[src/rtl/i2c_chan_switch.sv]
module i2c_chan_switch #(
  parameter int NCH = 4,
  parameter int STRAP_W = 3,
  parameter logic [6-STRAP_W:0] BASE_ADDR = 4'b1110
) (
  input  logic               clk,
  input  logic               por_n,
  input  logic               rst_ext_n,
  input  logic               scl_i,
  input  logic               sda_i,
  output logic               sda_oe,
  input  logic [STRAP_W-1:0] addr_strap,
  output logic [NCH-1:0]     chan_en
);
  localparam logic [2:0] ST_IDLE = 3'd0, ST_ADDR = 3'd1, ST_AACK = 3'd2, ST_WR = 3'd3,
                         ST_WACK = 3'd4, ST_RD = 3'd5, ST_RACK = 3'd6, ST_WAIT = 3'd7;

  logic       rst_n;
  logic [1:0] scl_sy, sda_sy;
  logic       scl_d, sda_d, scl_s, sda_s;
  logic       start_det, stop_det, scl_rise, scl_fall;
  logic [2:0] state;
  logic [3:0] bitcnt;
  logic [7:0] shreg, tx_byte;
  logic [6:0] my_addr;
  logic       rw, mack, pend_v;
  logic [NCH-1:0] pend;

  assign rst_n     = por_n & rst_ext_n;
  assign scl_s     = scl_sy[1];
  assign sda_s     = sda_sy[1];
  assign start_det = scl_s & scl_d & sda_d & ~sda_s;
  assign stop_det  = scl_s & scl_d & ~sda_d & sda_s;
  assign scl_rise  = scl_s & ~scl_d;
  assign scl_fall  = ~scl_s & scl_d;
  assign my_addr   = {BASE_ADDR, addr_strap};
  assign tx_byte   = {{(8-NCH){1'b0}}, chan_en};
  assign sda_oe    = (state == ST_AACK) | (state == ST_WACK) | ((state == ST_RD) & ~shreg[7]);

  always_ff @(posedge clk or negedge rst_n) begin
    if (!rst_n) begin
      scl_sy <= 2'b11;
      sda_sy <= 2'b11;
      scl_d  <= 1'b1;
      sda_d  <= 1'b1;
    end else begin
      scl_sy <= {scl_sy[0], scl_i};
      sda_sy <= {sda_sy[0], sda_i};
      scl_d  <= scl_s;
      sda_d  <= sda_s;
    end
  end

  always_ff @(posedge clk or negedge rst_n) begin
    if (!rst_n) begin
      state   <= ST_IDLE;
      bitcnt  <= '0;
      shreg   <= '0;
      rw      <= 1'b0;
      mack    <= 1'b0;
      pend    <= '0;
      pend_v  <= 1'b0;
      chan_en <= '0;
    end else if (start_det) begin
      state  <= ST_ADDR;
      bitcnt <= '0;
    end else if (stop_det) begin
      state  <= ST_IDLE;
      bitcnt <= '0;
      pend_v <= 1'b0;
      if (pend_v) chan_en <= pend;
    end else begin
      case (state)
        ST_ADDR, ST_WR: begin
          if (scl_rise && bitcnt < 4'd8) begin
            shreg  <= {shreg[6:0], sda_s};
            bitcnt <= bitcnt + 4'd1;
          end else if (scl_fall && bitcnt == 4'd8) begin
            bitcnt <= '0;
            if (state == ST_ADDR) begin
              if (shreg[7:1] == my_addr) begin
                state <= ST_AACK;
                rw    <= shreg[0];
              end else begin
                state <= ST_WAIT;
              end
            end else begin
              state  <= ST_WACK;
              pend   <= shreg[NCH-1:0];
              pend_v <= 1'b1;
            end
          end
        end
        ST_AACK: begin
          if (scl_fall) begin
            if (rw) begin
              state <= ST_RD;
              shreg <= tx_byte;
            end else begin
              state <= ST_WR;
            end
          end
        end
        ST_WACK: if (scl_fall) state <= ST_WR;
        ST_RD: begin
          if (scl_fall) begin
            shreg <= {shreg[6:0], 1'b0};
            if (bitcnt == 4'd7) begin
              state  <= ST_RACK;
              bitcnt <= '0;
            end else begin
              bitcnt <= bitcnt + 4'd1;
            end
          end
        end
        ST_RACK: begin
          if (scl_rise) begin
            mack <= ~sda_s;
          end else if (scl_fall) begin
            if (mack) begin
              state <= ST_RD;
              shreg <= tx_byte;
            end else begin
              state <= ST_WAIT;
            end
          end
        end
        default: ;
      endcase
    end
  end
endmodule

[config.mk]
export PLATFORM = sky130hd
export DESIGN_NAME = i2c_chan_switch
export DESIGN_NICKNAME = d
export VERILOG_FILES = /design/src/rtl/i2c_chan_switch.sv
export SDC_FILE = /design/constraint.sdc
export NUM_CORES = 1
export LEC_CHECK = 0
export ABC_AREA = 1
export ABC_CLOCK_PERIOD_IN_PS = 1560
export BUFFER_PORTS_ARGS = -buffer_cell sky130_fd_sc_hd__clkbuf_2
export CAP_MARGIN = 25
export CORE_MARGIN = 8
export CORE_UTILIZATION = 45
export CTS_BUF_LIST = sky130_fd_sc_hd__clkbuf_2 sky130_fd_sc_hd__clkbuf_4 sky130_fd_sc_hd__clkbuf_8
export DETAILED_ROUTE_END_ITERATION = 7
export PLACE_DENSITY = 0.65
export SETUP_SLACK_MARGIN = 0.5
export SYNTH_ARGS = -nofsm -noshare
export SYNTH_HDL_FRONTEND = slang
export SYNTH_SLANG_ARGS = --single-unit
[constraint.sdc]
create_clock -name clk -period 1.56 [get_ports clk]
set_clock_uncertainty 0.15 [all_clocks]
set_input_delay 0.312 -clock clk [delete_from_list [all_inputs] [get_ports clk]]
set_output_delay 0.312 -clock clk [all_outputs]
set_load 0.05 [all_outputs]
==> flow_summary.ini <==
[status]
status = finished with violations
violations = setup timing

[global_routing]
grt_usage_pct = 14.4
antenna_found_initial = 0
grt_pass1_vias = 1520
grt_overflow = 0
grt_pass1_wl_mm = 7.00
grt_max_degree = 33

[floorplanning]
die_h_um = 77.2
rows = 22
start_util_pct = 46.5
die_area_um2 = 5970
ios = 13
core-area_um2 = 3630
dieWidth_um = 77.2

[power]
ir_drop_mv = 1.19
leakagePower_nw = 1.25
p_clk_share_pct = 16.8
intPower_mw = 2.46
power.density_nw_per_um2 = 1660
switching_power_mw = 1.88
netSwitchingFraction_pct = 43.3
seqPwrFrac_pct = 28.3
combPwrFrac_pct = 54.9

[critical_path]
max_stage_delay_ns = 0.46
critPathKind = reg -> out
start_kind = register
path_cells = inv_4 > nand3_4 > buf_6 > o21ai_4 > buf_12
crit_path_end_kind = output pin
cpMaxStageDelayCell = dfrtp_2
required_ns = 1.10
worstPathArrival_ns = 1.33
crit_fanout = 3

[synthesis]
yosysSeqAreaShare_pct = 47.9
async_flop_share_pct = 100
synth_area_per_cell_um2 = 8.04
syn_area_um2 = 1690
synth_top_area_share_pct = 38.5
syn_nets = 220
synth_seq_cells = 32
synthFlopType = dfrtp_1
yosysMostFrequentCell = nand2_1
synth_cell_type_count = 31
synth_common_cells = 64 x nand2_1, 27 x inv_1, 26 x dfrtp_1, 16 x o21ai_0, 14 x nor2_1
synth_edf_count = 0
synth_top_cell_by_area = dfrtp_1
syn_inst = 210
yosysWarningCount = 0
synthTopCellsByArea = dfrtp_1 39%, nand2_1 14%, dfstp_2 9.3%

[place]
hpwl_mm = 2.64
port_buffers = 12
dpl.cell_count = 290
gp_congestion = 0.872
place_ws_ns = -0.0997

[cts]
cts_root_buf = clkbuf_8
clk_pin_slew_ns = 0.07
cts_tree = yes
clock_latency_ns = 0.29
htree_levels = 2
clockBufferDepth = 2
cts_made_buffers = 5
cts_num_sinks = 32

[routing]
vias = 1559
wl_met2_mm = 2.08
drt-vias-per-instance = 4.96
drc_errors = 0
drtPass1Iterations = 4
m1WireLength_mm = 1.84
routed.top_layer = met4
wirelength_mm = 4.18
drt_iter0_drc = 82
post_drt_wl_per_cell_um = 13.3
wl_met3_um = 182
ant_nets = 0

[layout]
n_fill_cell = 279
area_growth_pct = 55.1
drive_gt1_share_pct = 53.0
nets = 275
num_antenna_cells = 0
instances_no_fill = 314

[sta]
fin_crit_ns = 1.79
rsz0062_at_grt = true
drv_slew = 0
worstMarginPinSlew_ns = 0.219
fin_setup_tns_ns = -2.39
max_freq_mhz = 558
setup_ws_ns = -0.234
setup_viol = 20
hold_viol_final = 0
relSlewSlack_pct = 85.3
fin_crit_sh_pct = 115

[job]
drv_cap = 0

[min_path]
hold_class = reg -> reg
-- logic make-up after synthesis --
kind of cell / after synthesis / share of synthesized area (%)
AO/OA/AOI/OAI: 34 / 12.7
adder cells (fa/ha/maj): 2 / 1.48
buffers and inverters: 33 / 8.01
flip-flops: 32 / 47.9
multiplexers: 3 / 2.00
AND/OR/NAND/NOR: 106 / 27.9
-- metal layers --
layer,GRT usage (%),vias up
li1,-,782
met1,17.4,744
met2,23.5,25
met3,4.31,8
met4,5.09,0
met5,0,-
-- power groups by stage --
stage / combinational, mW / sequential [mW] / clock (mW)
3_5_place_dp: 1.78 / 1.22 / 0
4_1_cts: 2.27 / 1.21 / 0.738
5_1_grt: 2.59 / 1.25 / 0.781
2_1_floorplan: 1.41 / 1.15 / 0
6_report: 2.38 / 1.23 / 0.728
3_3_place_gp: 1.76 / 1.22 / 0
-- critical path, delay by kind of cell, from the launching register on --
kind | cells | cell delay [ns]
flops | 1 | 0.46
buf+inv | 3 | 0.38
compound gates | 1 | 0.13
simple gates | 1 | 0.07
-- cells in the final DEF, fill, tap and decap left out, types with 5 or more instances in the layout --
cell      synthesis  final
clkbuf_8          0      7
nand2_4           2      5
buf_4             1     26
inv_2             2      6
dfrtp_2           0      7
nor2_2            3      7
inv_1            27     20
nand3_2           1      5
dfrtp_1          26     19
nand3_1          11      5
nand2_2           2     15
dfstp_2           6      6
o21ai_1           2      9
nor2_4            1      6
clkbuf_2          0      7
o21ai_2           8     11
nor2_1           14      5
nand2_1          64     47
buf_6             1      8
-- per-stage QoR --
step / hold WS [ns] / util, % / cell area (um^2) / total power [mW]
6_report: 0.205 / 72.0 / 2620 / 4.33
3_5_place_dp: 0.197 / 57.5 / 2090 / 3.00
3_3_place_gp: 0.196 / 57.5 / 2090 / 2.97
2_1_floorplan: 0.166 / - / 1810 / 2.56
5_1_grt: 0.208 / 72.0 / 2620 / 4.63
4_1_cts: 0.206 / 70.3 / 2550 / 4.21
-- state kept, by name, summed over array words and instances (netlist names) --
name	cells
state	3
scl_d	1
shreg	8
sda_sy	2
scl_sy	2
chan_en	4
sda_d	1
pend_v	1
bitcnt	4
pend	4
mack	1
rw	1
-- worst paths after layout --
kind / start / to / slack (ns) / cells past startpoint
worst max-delay path: state[1]$_DFFE_PN0P_ / sda_oe / -0.23 / 5
worst min-delay path: sda_sy[0]$_DFF_PN1_ / sda_sy[1]$_DFF_PN1_ / 0.20 / 0
worst max register to register: state[0]$_DFFE_PN0P_ / shreg[5]$_DFFE_PN0P_ / -0.21 / 8
worst min register to register: sda_sy[0]$_DFF_PN1_ / sda_sy[1]$_DFF_PN1_ / 0.20 / 0
max in group asynchronous: por_n / scl_sy[1]$_DFF_PN1_ / 0.53 / 5
min in group asynchronous: rst_ext_n / shreg[4]$_DFFE_PN0P_ / 0.48 / 5
-- cell type report --
| class | count | area (um^2) | share of cell area (%) |
|---|---|---|---|
| Multi-Input combinational cell | 146 | 1020 | 38.8 |
| Sequential cell | 32 | 817 | 31.2 |
| Timing Repair Buffer | 51 | 500 | 19.1 |
| Inverter | 29 | 120 | 4.59 |
| Clock buffer | 8 | 104 | 3.97 |
| Tap cell | 48 | 60.1 | 2.29 |
-- what timing repair did --
item / CTS / global route
pin swaps: 13 / 2
gates cloned: 1 / 0
endpoints found under the setup margin: 31 / 31
gates resized for setup: 58 / 17
hold endpoints to repair: 28 / 0
buffers inserted: 10 / 1
hold buffers: 4 / 0
No activity file was read; power rests on OpenSTA's default activity.
